==> config.mk <==
export PLATFORM = sky130hd
export DESIGN_NAME = blkmode_chain
export DESIGN_NICKNAME = d
export VERILOG_FILES = /design/src/rtl/blkmode_pkg.sv /design/src/rtl/blkmode_ctrl.sv /design/src/rtl/blkmode_dp.sv /design/src/rtl/blkmode_chain.sv
export SDC_FILE = /design/constraint.sdc
export NUM_CORES = 2
export LEC_CHECK = 0
export ABC_AREA = 1
export BUFFER_PORTS_ARGS = -buffer_cell sky130_fd_sc_hd__buf_4
export CORE_ASPECT_RATIO = 1.75
export CORE_UTILIZATION = 40
export CTS_CLUSTER_DIAMETER = 100
export DETAILED_ROUTE_END_ITERATION = 12
export SYNTH_ARGS = -nofsm -noshare
export SYNTH_HDL_FRONTEND = slang
export SYNTH_SLANG_ARGS = --single-unit
==> constraint.sdc <==
create_clock -name clk -period 1.8 [get_ports clk]
set_input_delay 0.18 -clock clk [delete_from_list [all_inputs] [get_ports clk]]
set_output_delay 0.18 -clock clk [all_outputs]
set_load 0.03 [all_outputs]
==> src/rtl/blkmode_pkg.sv <==
package blkmode_pkg;
  localparam int CTRL_W      = 9;
  localparam int CTL_DIR_BIT = 2;
  localparam int CTL_KSZ_LO  = 3;
  localparam int CTL_CBC_BIT = 5;
  localparam int CTL_CTR_BIT = 6;
  localparam int CTL_CW_LO   = 7;

  typedef enum logic [1:0] {MODE_ECB, MODE_CBC, MODE_CTR} modeT;

  typedef struct packed {
    modeT       mode;
    logic       enc;
    logic [1:0] keySz;
    logic [1:0] ctrSel;
  } cfgT;

  typedef struct packed {
    logic takeBlock;
    logic takeResult;
    logic ivWrite;
  } strobeT;

  function automatic cfgT decodeCtrl(input logic [CTRL_W-1:0] c);
    cfgT r;
    if (c[CTL_CTR_BIT])      r.mode = MODE_CTR;
    else if (c[CTL_CBC_BIT]) r.mode = MODE_CBC;
    else                     r.mode = MODE_ECB;
    r.enc    = c[CTL_DIR_BIT];
    r.keySz  = c[CTL_KSZ_LO +: 2];
    r.ctrSel = c[CTL_CW_LO +: 2];
    return r;
  endfunction
endpackage

==> src/rtl/blkmode_ctrl.sv <==
module blkmode_ctrl
  import blkmode_pkg::*;
(
  input  logic   clk,
  input  logic   rstN,
  input  logic   inValid,
  input  logic   ivWrEn,
  input  logic   engDone,
  output strobeT stb,
  output logic   inReady,
  output logic   busy,
  output logic   engStart,
  output logic   outValid
);
  typedef enum logic [1:0] {S_IDLE, S_LAUNCH, S_WAIT, S_EMIT} stateT;
  stateT state, stateNxt;

  always_comb begin
    inReady        = (state == S_IDLE) && !ivWrEn;
    stb.ivWrite    = (state == S_IDLE) && ivWrEn;
    stb.takeBlock  = inReady && inValid;
    stb.takeResult = (state == S_WAIT) && engDone;
    engStart       = (state == S_LAUNCH);
    outValid       = (state == S_EMIT);
    busy           = (state != S_IDLE);
  end

  always_comb begin
    stateNxt = state;
    unique case (state)
      S_IDLE:   if (stb.takeBlock) stateNxt = S_LAUNCH;
      S_LAUNCH: stateNxt = S_WAIT;
      S_WAIT:   if (engDone) stateNxt = S_EMIT;
      S_EMIT:   stateNxt = S_IDLE;
      default:  stateNxt = S_IDLE;
    endcase
  end

  always_ff @(posedge clk) begin
    if (!rstN) state <= S_IDLE;
    else       state <= stateNxt;
  end
endmodule

==> src/rtl/blkmode_dp.sv <==
module blkmode_dp
  import blkmode_pkg::*;
#(
  parameter int BLK_W  = 128,
  parameter int WORD_W = 32,
  localparam int NUM_WORDS = BLK_W / WORD_W,
  localparam int IDX_W     = $clog2(NUM_WORDS)
) (
  input  logic              clk,
  input  logic              rstN,
  input  strobeT            stb,
  input  logic [CTRL_W-1:0] ctrlWord,
  input  logic [BLK_W-1:0]  inBlock,
  input  logic [IDX_W-1:0]  ivWrIdx,
  input  logic [WORD_W-1:0] ivWrData,
  input  logic [BLK_W-1:0]  engOut,
  output logic [BLK_W-1:0]  engIn,
  output logic              engEncrypt,
  output logic [1:0]        engKeySize,
  output logic [BLK_W-1:0]  outBlock,
  output logic [BLK_W-1:0]  chainVal
);
  cfgT              cfgReg;
  logic [BLK_W-1:0] inReg, chainReg, outReg;
  logic [BLK_W-1:0] ctrMask, ctrNext, resultNxt, chainNxt;

  // Low counter field mask: word g belongs to the field when ctrSel >= g
  for (genvar g = 0; g < NUM_WORDS; g++) begin : gMask
    assign ctrMask[g*WORD_W +: WORD_W] = {WORD_W{cfgReg.ctrSel >= 2'(g)}};
  end

  assign ctrNext = (chainReg & ~ctrMask) | ((chainReg + 1'b1) & ctrMask);

  always_comb begin
    engEncrypt = (cfgReg.mode == MODE_CTR) ? 1'b1 : cfgReg.enc;
    engKeySize = cfgReg.keySz;
    unique case (cfgReg.mode)
      MODE_CTR: engIn = chainReg;
      MODE_CBC: engIn = cfgReg.enc ? (inReg ^ chainReg) : inReg;
      default:  engIn = inReg;
    endcase
  end

  always_comb begin
    resultNxt = engOut;
    chainNxt  = chainReg;
    unique case (cfgReg.mode)
      MODE_CTR: begin
        resultNxt = engOut ^ inReg;
        chainNxt  = ctrNext;
      end
      MODE_CBC: begin
        if (cfgReg.enc) begin
          chainNxt = engOut;
        end else begin
          resultNxt = engOut ^ chainReg;
          chainNxt  = inReg;
        end
      end
      default: ;
    endcase
  end

  always_ff @(posedge clk) begin
    if (!rstN) begin
      cfgReg   <= '0;
      inReg    <= '0;
      chainReg <= '0;
      outReg   <= '0;
    end else begin
      if (stb.takeBlock) begin
        cfgReg <= decodeCtrl(ctrlWord);
        inReg  <= inBlock;
      end
      if (stb.ivWrite) begin
        for (int k = 0; k < NUM_WORDS; k++) begin
          if (ivWrIdx == IDX_W'(k)) chainReg[k*WORD_W +: WORD_W] <= ivWrData;
        end
      end else if (stb.takeResult) begin
        chainReg <= chainNxt;
      end
      if (stb.takeResult) outReg <= resultNxt;
    end
  end

  assign outBlock = outReg;
  assign chainVal = chainReg;
endmodule

==> src/rtl/blkmode_chain.sv <==
module blkmode_chain
  import blkmode_pkg::*;
#(
  parameter int BLK_W  = 128,
  parameter int WORD_W = 32,
  localparam int NUM_WORDS = BLK_W / WORD_W,
  localparam int IDX_W     = $clog2(NUM_WORDS)
) (
  input  logic              clk,
  input  logic              rstN,
  input  logic [CTRL_W-1:0] ctrlWord,
  input  logic              ivWrEn,
  input  logic [IDX_W-1:0]  ivWrIdx,
  input  logic [WORD_W-1:0] ivWrData,
  input  logic              inValid,
  input  logic [BLK_W-1:0]  inBlock,
  output logic              inReady,
  output logic              outValid,
  output logic [BLK_W-1:0]  outBlock,
  output logic              busy,
  output logic              engStart,
  output logic              engEncrypt,
  output logic [1:0]        engKeySize,
  output logic [BLK_W-1:0]  engIn,
  input  logic              engDone,
  input  logic [BLK_W-1:0]  engOut
);
  strobeT           stb;
  logic [BLK_W-1:0] chainVal;

  blkmode_ctrl uCtrl (
    .clk(clk), .rstN(rstN), .inValid(inValid), .ivWrEn(ivWrEn),
    .engDone(engDone), .stb(stb), .inReady(inReady), .busy(busy),
    .engStart(engStart), .outValid(outValid)
  );

  blkmode_dp #(.BLK_W(BLK_W), .WORD_W(WORD_W)) uDp (
    .clk(clk), .rstN(rstN), .stb(stb), .ctrlWord(ctrlWord),
    .inBlock(inBlock), .ivWrIdx(ivWrIdx), .ivWrData(ivWrData),
    .engOut(engOut), .engIn(engIn), .engEncrypt(engEncrypt),
    .engKeySize(engKeySize), .outBlock(outBlock), .chainVal(chainVal)
  );
endmodule

# Word-level counts from Yosys, hierarchy flattened
# Cells that the tools add are included.
[classes] order_cmp=4 n_eq_ne=14 n_mux=18 add_sub_neg=1 n_reduce_logical=15 bitwise_logic=7
[op_table] cell="case mux 128 bit (2 select lines)" n=3
[op_table] cell="2-to-1 mux 128 bit" n=5
[op_table] cell="XOR 128 bit" n=3
[op_table] cell="AND 128 bit" n=2
[op_table] cell="adder 128 x 1 -> 128 bit, second input constant" n=1
[op_table] cell="2-to-1 mux 32 bit" n=4
[op_table] cell="inverter 128 bit" n=1
[op_table] cell="OR 128 bit" n=1
[op_table] cell="AND reduction 3 bit" n=4
[op_table] cell="== test 2 bit, second input constant" n=5
[op_table] cell="inequality test 2 x 1 -> 1 bit, second input constant" n=4
[op_table] cell="case mux 2 bit (4 select lines)" n=1
[op_table] cell="== test 2 x 1 -> 1 bit, second input constant" n=3
[op_table] cell="2-to-1 mux 2 bit" n=3
[op_table] cell=">= comparator 2 x 1 -> 1 bit, second input constant" n=2
[op_table] cell=">= comparator 2 bit, second input constant" n=2
[op_table] cell="logical AND 1 bit" n=4
[op_table] cell="logical NOT 2 bit" n=2
[op_table] cell="inequality test 2 bit, second input constant" n=2
[op_table] cell="nonzero test 2 bit" n=2
[op_table] cell="nonzero test 3 bit" n=1
[op_table] cell="2-to-1 mux 1 bit" n=2
[op_table] cell="AND reduction 2 bit" n=1
[op_table] cell="logical NOT 1 bit" n=1
[word_totals] elab_cells=70 regBits=393 output_inout_bits=263 inputBits=304

# Longest topological paths before layout
[logic_depth] ltp_word=7 ltp_mapped=14 depth_no_buf=14

# Hierarchy
# A second synthesis with hierarchy kept.
[hier_totals] cells_unflattened=4768 hier_area_um2=28967.8
[modules_own_cells] mod="blkmode_dp" area_per_inst_um2=28783.9 cells_per_inst=4741 instances=1 seq_area_each_um2=7827.5
[modules_own_cells] mod="blkmode_ctrl" area_per_inst_um2=183.9 cells_per_inst=27 instances=1 seq_area_each_um2=40.0

# Least setup slack after synthesis
# No wires, ideal clock.
[synth_path] kind="reg2reg" startpoint="register uCtrl.state[0]" endpoint="register uDp.cfgReg[0] (netlist name)" arrival_ns=2.139 t_required_ns=1.672 n_path_buf=2 stages_incl_launch_ff=10 path_slack_ns=-0.467 period_less_slack_ns=2.267 cell_sequence="dfxtp_1 -> inv_1 -> ha_1 -> inv_1 -> nor2_1 -> nand2_1 -> clkbuf_1 -> clkbuf_1 -> o21ai_0 -> a21oi_1"
[synth_between] elab_chain_cells=3
[synth_lines] element="from (decl)" line_no="blkmode_ctrl.sv:16" source="stateT state, stateNxt;"
[synth_lines] element="from (signal assigned)" line_no="blkmode_ctrl.sv:41" source="else state <= stateNxt;"
[synth_lines] element="logical NOT 2 bit" line_no="blkmode_ctrl.sv:19" source="inReady = (state == S_IDLE) && !ivWrEn;"
[synth_lines] element="logical AND 1 bit" line_no="blkmode_ctrl.sv:19"
[synth_lines] element="named net inReady" line_no="blkmode_chain.sv:17" source="output logic inReady,"
[synth_lines] element="logical AND 1 bit" line_no="blkmode_ctrl.sv:21" source="stb.takeBlock = inReady && inValid;"
[synth_lines] element="to (signal assigned)" line_no="blkmode_dp.sv:72" source="cfgReg <= decodeCtrl(ctrlWord);"
[synth_lines] element="to (decl)" line_no="blkmode_dp.sv:23" source="cfgT cfgReg;"
# The timed path passes the listed nets, and every way through them passes these cells.
# A chain may end at the register's enable or synchronous reset.

# Worst setup path after layout
[layout_path] startpoint="register uDp.cfgReg[5] (netlist name)" endpoint="output engIn[65]"
[layout_between] elab_chain_cells=2 word_cells_on_any_way=3 cone_classes="eq/ne: 2; mux: 1"
[layout_lines] element="== test 2 x 1 -> 1 bit or == test 2 bit (tied branches)" line_no="blkmode_dp.sv:37" source="unique case (cfgReg.mode)"
[layout_lines] element="case mux 128 bit (2 select lines) *" line_no="blkmode_dp.sv:37"
[layout_lines] element="to (decl)" line_no="blkmode_chain.sv:24" source="output logic [BLK_W-1:0] engIn,"
# Mark *: on every way between the ends. The rest lies on a longest branch, timed or not.

==> results.yml <==
logic_synthesis:
  synthCells: 5047
  synth_area_mm2: 0.0298
  synthFlopType: "dfxtp_1"
  synthTopCellsByArea: "dfxtp_1 (26%), nand2_1 (14%), a21oi_1 (12%)"
  synth-seq-cells: 393
  seq_area_frac_synth_pct: 26.4
  syn_avg_cell_area_um2: 5.91
  syn_nets: 5359
  async_reset_ff_share_pct: 0
  synthDistinctLibCells: 36
  yosys.area.top_type_share_pct: 26.4
  synth.largest_area_cell: "dfxtp_1"
  synth_warnings: 0
  synth_edf_count: 0
pwr:
  powerDensity_mw_per_mm2: 1070
  p_sw_uw: 24200
  power_frac_comb_pct: 57.1
  p_leak_uw: 0.0205
  p_int_uw: 28000
  vdd_drop_max_uv: 829
  p_sw_share_pct: 46.4
  pwr-share-clk_pct: 19.7
  pwr-share-seq_pct: 23.2
detailed_routing:
  vias: 44633
  drc_errors: 0
  antenna_left: 0
  drt_iter0_markers: 5139
  avgRoutedWirePerCell_um: 26.0
  vias_per_cell: 6.06
  detailedRoute.firstPassIterationCount: 9
  routed_wl_mm: 192
sta:
  maxSlewHeadroom_pct: 32.5
  max_freq_ghz: 0.388
  maxSlewViolCount: 0
  worst_hold_slack_ns: -0.00583
  grt_setup_unrepaired: "yes"
  worst_slew_pin_slew_ns: 1.01
  finalWorstSetupSlack_ns: -0.774
  finalCriticalPeriod_ns: 2.57
  setup_viol: 387
  skew_ns: 0.0333
  timing.final.crit_share_pct: 143
  finalHoldViolations: 4
floorplanning:
  start_util_pct: 40.4
  coreArea_mm2: 0.0738
  die_width_um: 208
  chipHeight_um: 363
  ios: 567
  die-area_mm2: 0.0757
  rows: 132
cts:
  clock_latency_ns: 0.65
  cts-buffers-inserted: 44
  clkTransAtPathRegs_ns: 0.07
  clock_sinks: 393
  htreeDepth: 2
  clock-root-buffer: "clkbuf_16"
  cts_max_path_buffers: 3
  cts_tree: "yes"
finish:
  drive_gt1_share_pct: 33.1
  fin_area_mm2: 0.0487
  layout.nets: 6698
  final_cell_mix: "buf_4 (1200), nand2_1 (1074), a21oi_1 (686)"
  area_delta_synth_final_pct: 63.4
  final_core_util_pct: 66.0
  finalNonFillerCells: 7365
  layout_commonest_cell: "buf_4"
worst_setup_path:
  cp_max_fo: 7
  startpoint_type: "flip-flop"
  arrival_ns: 2.39
  path_class: "flip-flop to output pin"
  endpoint_kind: "output pin"
  cp.required_ns: 1.62
run_status:
  status: "finished, violations left"
  violations: "hold timing, setup timing"
place:
  postPlaceCellArea_mm2: 0.0417
  dp_cells: 7010
  dp_hpwl_mm: 140
  io_buffers: 564
  finalWeightedCongestion: 1.08
  dpl_worst_slack_ns: -0.537
flow_run:
  cap_violations: 0
global_routing:
  grt_pass1_vias: 41326
  grt_util_all_layers_pct: 46.6
  grt_start_max_net_pins: 76
  antenna_found_initial: 6
  grt_pass1_wl_mm: 264
  grt.overflow.total: 0
hold_path:
  min_path_type: "input port to flip-flop"
layer usage:
layer  vias up  global-route usage [%]  routed length (um)
met5         -                       0                  32
met3       961                    8.43               17500
li1      19997                       -                   -
met1     20746                    49.0               63400
met4         4                    43.4               22300
met2      2925                    78.8               88600
synthesized netlist by cell type (2+ instances only):
library cell,number
buf_1,32
inv_2,4
a211oi_1,4
buf_4,2
nor2_8,2
o211ai_1,34
a21oi_1,699
clkbuf_1,324
o21ai_1,13
and2_1,10
nand2_4,7
inv_1,436
a311oi_1,96
o22ai_1,128
ha_1,8
dfxtp_1,393
a221oi_1,33
nand4_1,2
nand3_1,163
o2111ai_1,14
nor2_4,14
buf_2,22
nor2_2,30
nand2_2,10
a31oi_1,20
o21ai_0,557
xor2_1,6
a32o_1,129
nor2_1,593
nand2_1,1122
nor3_1,135
repair_timing:
action / 4_1_cts / 5_1_grt
pin swaps: 32 / 118
buffers inserted: 17 / 42
hold buffers: 173 / 0
endpoints found under the setup margin: 341 / 425
resized for setup: 250 / 510
hold endpoints to repair: 191 / 0
cloned: 8 / 33
through the flow:
step	TNS, ns	total power [uW]
6_report	-195.75	52300
5_1_grt	-217.65	53800
4_1_cts	-140.19	48800
3_5_place_dp	-45.55	36800
3_3_place_gp	-41.25	36600
2_1_floorplan	-0.333	24700
power by group through the flow:
stage	Clock, uW	Combinational, uW	Sequential, uW
3_5_place_dp	0	24700	12100
2_1_floorplan	0	11800	12900
6_report	10300	29900	12100
4_1_cts	10200	26700	11900
3_3_place_gp	0	24600	12000
5_1_grt	10500	31000	12200
area by class of cell:
class / instances / area (um^2)
well taps: 938 / 1170
inverters: 441 / 1700
repair buffers: 1673 / 15700
flip-flops and latches: 393 / 7930
multi-input cells: 3833 / 20600
clock inverters: 19 / 230
diodes: 7 / 17.5
fillers: 6589 / 25100
clock buffers: 61 / 1330
logic make-up after synthesis:
family	share of synthesized area [%]
AOI/OAI and AO/OA	34.0
xor gates and xnor gates	0.176
buffers and inverters	10.5
DFF	26.4
adders and majority gates	0.336
and+or+nand+nor	28.6
critical path, stage by stage (launching register included):
cell and delay [ns]:
dfxtp_2 0.33, inv_2 0.05, ha_4 0.32, inv_4 0.06, nand2_8 0.10, buf_12 0.20, buf_12 0.16, a32o_2 0.33
buf_6 0.18
worst paths after layout:
path,from,to,slack [ns],cells past startpoint
worst min register to register,uDp.engKeySize[1]$_SDFFE_PN0P_,uDp.engKeySize[1]$_SDFFE_PN0P_,0.48,2
worst max register to register,uDp.cfgReg[5]$_SDFFE_PN0P_,uDp.outBlock[126]$_SDFFE_PN0P_,-0.64,14
worst max-delay path,uDp.cfgReg[5]$_SDFFE_PN0P_,engIn[65],-0.77,8
worst min-delay path,engOut[53],uDp.outBlock[53]$_SDFFE_PN0P_,-0.006,4
No activity file was read; power rests on OpenSTA's default activity.
